--- src/rtl/phy_ctl_bank.sv ---
module phy_ctl_bank #(
  parameter int ADDR_W   = 6,
  parameter int NUM_CTRL = 7,
  parameter int HALF_W   = 16,
  parameter logic [HALF_W-1:0] WORD0_RST = 16'h0200,
  parameter int STATUS_OFF = 'h20,
  parameter int CAL_BIT  = 6,
  parameter int DLL_BIT  = 5
) (
  input  logic              clk,
  input  logic              rst_n,
  input  logic              req_i,
  input  logic              we_i,
  input  logic [ADDR_W-1:0] addr_i,
  input  logic [31:0]       wdata_i,
  output logic [31:0]       rdata_o,
  input  logic              cal_done_i,
  input  logic              dll_ready_i,
  output logic              pwr_on_o,
  output logic              dll_en_o,
  output logic [2:0]        drive_sel_o,
  output logic [1:0]        dll_freq_o,
  output logic              otap_en_o,
  output logic [3:0]        otap_sel_o,
  output logic              strobe_pd_o
);
  localparam int IDX_W = ADDR_W - 2;

  logic [HALF_W-1:0] word_q [NUM_CTRL];
  logic [IDX_W-1:0]  idx;
  logic              aligned, ctl_hit, stat_hit;
  logic [HALF_W-1:0] mask, rd_word;
  logic [31:0]       rd_next;

  assign idx      = addr_i[ADDR_W-1:2];
  assign aligned  = (addr_i[1:0] == 2'b00);
  assign ctl_hit  = aligned && (int'(idx) < NUM_CTRL);
  assign stat_hit = (int'(addr_i) == STATUS_OFF);
  assign mask     = wdata_i[2*HALF_W-1:HALF_W];

  always_ff @(posedge clk or negedge rst_n) begin
    if (!rst_n) begin
      for (int i = 0; i < NUM_CTRL; i++)
        word_q[i] <= (i == 0) ? WORD0_RST : '0;
    end else if (req_i && we_i && ctl_hit) begin
      for (int i = 0; i < NUM_CTRL; i++)
        if (idx == IDX_W'(i))
          word_q[i] <= (word_q[i] & ~mask) | (wdata_i[HALF_W-1:0] & mask);
    end
  end

  always_comb begin
    rd_word = '0;
    for (int i = 0; i < NUM_CTRL; i++)
      if (idx == IDX_W'(i)) rd_word = word_q[i];
    rd_next = '0;
    if (ctl_hit) begin
      rd_next[HALF_W-1:0] = rd_word;
    end else if (stat_hit) begin
      rd_next[CAL_BIT] = cal_done_i;
      rd_next[DLL_BIT] = dll_ready_i;
    end
  end

  always_ff @(posedge clk or negedge rst_n) begin
    if (!rst_n)                 rdata_o <= '0;
    else if (req_i && !we_i)    rdata_o <= rd_next;
  end

  assign pwr_on_o    = word_q[6][0];
  assign dll_en_o    = word_q[6][1];
  assign drive_sel_o = word_q[6][6:4];
  assign dll_freq_o  = word_q[0][13:12];
  assign otap_en_o   = word_q[0][11];
  assign otap_sel_o  = word_q[0][10:7];
  assign strobe_pd_o = word_q[2][9];

  a_r3_upper_zero: assert property (@(posedge clk) disable iff (!rst_n)
    rdata_o[31:HALF_W] == '0);

  a_r2_masked_bit_holds: assert property (@(posedge clk) disable iff (!rst_n)
    (req_i && we_i && int'(addr_i) == 'h18 && !wdata_i[HALF_W+1])
    |=> dll_en_o == $past(dll_en_o));

  a_r2_masked_bit_takes: assert property (@(posedge clk) disable iff (!rst_n)
    (req_i && we_i && addr_i == '0 && wdata_i[HALF_W+11])
    |=> otap_en_o == $past(wdata_i[11]));

  a_r5_status_write_ignored: assert property (@(posedge clk) disable iff (!rst_n)
    (req_i && we_i && stat_hit)
    |=> $stable({pwr_on_o, dll_en_o, drive_sel_o, dll_freq_o, otap_en_o, otap_sel_o, strobe_pd_o}));

  a_r4_status_read: assert property (@(posedge clk) disable iff (!rst_n)
    (req_i && !we_i && stat_hit)
    |=> rdata_o == ((32'($past(cal_done_i)) << CAL_BIT) | (32'($past(dll_ready_i)) << DLL_BIT)));

  a_r6_unmapped_read_zero: assert property (@(posedge clk) disable iff (!rst_n)
    (req_i && !we_i && !ctl_hit && !stat_hit) |=> rdata_o == '0);
endmodule

--- config.mk ---
export PLATFORM = sky130hd
export DESIGN_NAME = phy_ctl_bank
export DESIGN_NICKNAME = d
export VERILOG_FILES = /design/src/rtl/phy_ctl_bank.sv
export SDC_FILE = /design/constraint.sdc
export NUM_CORES = 1
export LEC_CHECK = 0
export CAP_MARGIN = 10
export CORE_ASPECT_RATIO = 0.75
export CORE_MARGIN = 5
export CORE_UTILIZATION = 55
export DETAILED_ROUTE_END_ITERATION = 10
export PLACE_DENSITY = 0.8
export SYNTH_ARGS = -nofsm -noshare
export SYNTH_HDL_FRONTEND = slang
export SYNTH_SLANG_ARGS = --single-unit
--- constraint.sdc ---
create_clock -name clk -period 3 [get_ports clk]
set_input_delay 0.75 -clock clk [delete_from_list [all_inputs] [get_ports clk]]
set_output_delay 0.75 -clock clk [all_outputs]
set_load 0.05 [all_outputs]
# ---- Word level (Yosys, flattened, before mapping)
# Index checks and enable logic that the tools add are counted.
# Widths: inputs -> output; s select.
dict set report totals {
  ff_bits 128
  out_inout_bits 45
  word_cells 57
}
dict set report op_classes {
  order_cmp 1
  eq_ne 7
  n_mux 11
  bitwise_logic 16
  n_reduce_logical 14
}
# op count
set ops {}
lappend ops {{$and 16x16->16} 8}
lappend ops {{$mux 16} 7}
lappend ops {{$or 16x16->16} 7}
lappend ops {{$not 16->16} 1}
lappend ops {{$reduce_and 2->1} 7}
lappend ops {{$eq 4x3->1 const B} 3}
lappend ops {{$mux 9} 1}
lappend ops {{$eq 4x2->1 const B} 2}
lappend ops {{$eq 6x6->1 const B} 1}
lappend ops {{$mux 5} 1}
lappend ops {{$eq 4x1->1 const B} 1}
lappend ops {{$logic_and 1x1->1} 4}
lappend ops {{$logic_not 4->1} 1}
lappend ops {{$lt 4x3->1 const B} 1}
lappend ops {{$mux 2} 2}
lappend ops {{$logic_not 2->1} 1}
lappend ops {{$logic_not 1->1} 1}

# ---- Depth between registers and ports, before layout
dict set report logic_depth {
  ltp_word 9
  depth_mapped 7
}

# ---- Worst setup path after synthesis
# Ideal clock, no wire load.
dict set report synth_path {
  path_kind {in2reg}
  start {input addr_i[5]}
  end {register with a tool-made name}
  arrival_time_ps 2314
  setup_slack_ps 558
  cell_stages 6
  path_buffers 2
  cell_sequence {or3_4 or4_4 buf_6 buf_12 nor2_4 mux2_1}
}
# element line
set synth_rtl {}
lappend synth_rtl {{from (decl)} 14} ;# input logic [ADDR_W-1:0] addr_i,

==> impl_metrics.yaml <==
die:
  rows: 35
  initial_core_util_pct: 55.6
  dieWidth_um: 138
  fp.dieH_um: 106
  core-area_um2: 12100
  io_pins: 89
  dieArea_um2: 14600
clock_network:
  cts_tree: "done"
  numCtsBuffers: 17
  path_clk_slew_ns: 0.06
  hold_buffers: 0
  clock_path_buffers: 2
  cts_resized: 0
  htree_num_levels: 4
  cts_sinks: 128
  postCtsSetupBuffers: 0
  cts-root-buf: "clkbuf_16"
  clk_latency_ns: 0.42
pwr:
  pwr-share-seq_pct: 40.4
  power.leakage_uw: 0.00377
  p_int_uw: 3320
  swShare_pct: 26.0
  power_uw: 4490
  ir_drop_v: 0.000432
  p_switching_uw: 1160
  p_comb_share_pct: 12.0
  p_per_area_nw_per_um2: 540
  pwr-share-clk_pct: 47.6
outcome:
  status: "finished clean"
layout:
  post-route-util_pct: 68.5
  final_common_cell: "dfrtp_1"
  insertedDiodeCount: 0
  nets: 766
  final_cell_mix: "dfrtp_1, mux2_2, nor2_1"
  syn2layout_area_growth_pct: 23.4
  final_layout_size_suffix_gt1_share_pct: 25.4
drt:
  vias_per_cell: 5.99
  routed_wl_um: 18700
  ant_nets: 0
  dr.first_iter.drc_count: 467
  vias: 5397
  wire_per_inst_um: 20.8
  drc: 0
  first_pass_iters: 5
sta:
  maxSlewViolCount: 0
  relSlewSlack_pct: 61.9
  setup_slack_ns: 0.435
  fin_tns_setup_ns: 0
  fin_skew_ns: 0.00802
  rsz0062_at_grt: "no"
  hold_violations: 0
  tightest_slew_ns: 0.571
  hold_slack_ns: 0.329
  setup_violations: 0
  fmax_mhz: 390
  fin_crit_ns: 2.57
  post-route-period-util_pct: 85.5
critical_path:
  end_kind: "flip-flop"
  path_cells: "clkdlybuf4s50_1 > or3_4 > or4_4 > buf_4 > nor2_4 > mux2_1"
  r2r_cells: 4
  worst-path-max-fanout: 8
  required_ns: 3.29
  cp.arrival_ns: 2.86
  critPathMaxStageDelay_ns: 0.59
  slowest_stage: "or4_4"
  cp-start-kind: "input port"
  critPathKind: "input port to flip-flop"
logic_synthesis:
  synth_area_leaders: "dfrtp_1, mux2_2, nor2_1"
  yosysTopAreaCellShare_pct: 47.2
  ys_types: 49
  synthesis.area_um2: 6740
  synth_edf_count: 0
  synth_area_per_cell_um2: 10.6
  yosysTopAreaCell: "dfrtp_1"
  synth_flop_cell: "dfrtp_1"
  yosysSeqAreaShare_pct: 47.5
  synthCells: 636
  synthArstFlopShare_pct: 100
  ys_warn_count: 0
  ys_seq_elements: 128
global_route:
  grtUsageMet1_pct: 35.6
  overflow: 0
  first_global_vias: 5589
  grt_use_met2_pct: 41.7
  antenna_found_initial: 0
  grt_usage_pct: 26.6
  grt_pass1_wl_um: 29800
  grt_max_degree: 62
  use_met3_pct: 7.16
  grt_most_used_layer: "met2"
placed_design:
  gp_congestion: 0.865
  dp_hpwl_um: 12300
  pre_cts_ws_ns: 0.0272
  port_buffers: 72
hold_path:
  min_path_type: "input port to async pin"
job:
  cap_viol_max_count: 0
-- synthesized netlist by cell type, drive strengths merged (3+ instances only) --
cell	number
nand3b	4
a31oi	3
nand2b	9
a21oi	5
nand3	7
dfrtp	127
nand2	67
o211ai	3
buf	42
or2	3
clkbuf	22
o21ai	36
and2	3
nand4	3
a2bb2oi	7
mux2	112
nor3	17
o2111ai	5
inv	3
nor2	95
mux2i	25
a221oi	14
-- kinds of logic (layout without fill, tap and decap cells) --
logic type | count (synthesis) | after routing | share of synthesized area [%]
simple gates | 221 | 221 | 16.1
flops | 128 | 128 | 47.5
mux | 137 | 137 | 22.4
other cells | 1 | 16 | 0.0556
compound gates | 82 | 82 | 8.11
buf+inv | 67 | 151 | 5.72
-- path summary, 6_finish.rpt --
| kind | start | to | slack [ns] |
|---|---|---|---|
| min in group clk | rdata_o[7] | rdata_o[7] | 0.48 |
| max in group asynchronous | rst_n | async pin | 1.90 |
| max reg2reg | flip-flop | rdata_o[3] | 1.77 |
| max | addr_i[5] | flip-flop | 0.43 |
| min reg2reg | rdata_o[7] | rdata_o[7] | 0.48 |
| min | rst_n | async pin | 0.33 |
-- worst max-delay path: cells and delay by family --
kind / cells / cell delay [ns]
AND/OR/NAND/NOR: 3 / 1.09
multiplexers: 1 / 0.32
buffers and inverters: 2 / 0.70
-- final cells by class --
class / count / area [µm²]
clock buffer: 20 / 457
clock inverter: 12 / 159
fill: 894 / 3820
inverter: 3 / 11.3
multi-input combinational: 456 / 3210
sequential: 128 / 3200
tap: 166 / 208
timing repair buffer: 116 / 1070
-- per-layer routing --
layer / vias up / routed length (µm)
li1: 2379 / -
met1: 2712 / 7740
met2: 267 / 8910
met3: 39 / 1680
met4: 0 / 371
met5: - / 0
-- stage by stage --
step	cells	area, µm²
6_report	901	8310
5_1_grt	901	8310
4_1_cts	901	8310
3_5_place_dp	869	7700
3_3_place_gp	869	7700
2_1_floorplan	651	6800
-- power groups by stage --
stage	clock, µW	sequential, µW	combinational [µW]
floorplan	0	1890	257
detailed placement	0	1840	528
global placement	0	1840	519
global route	2240	1820	572
CTS	2150	1810	534
finish	2140	1810	538
No activity file was read; power rests on OpenSTA's default activity.
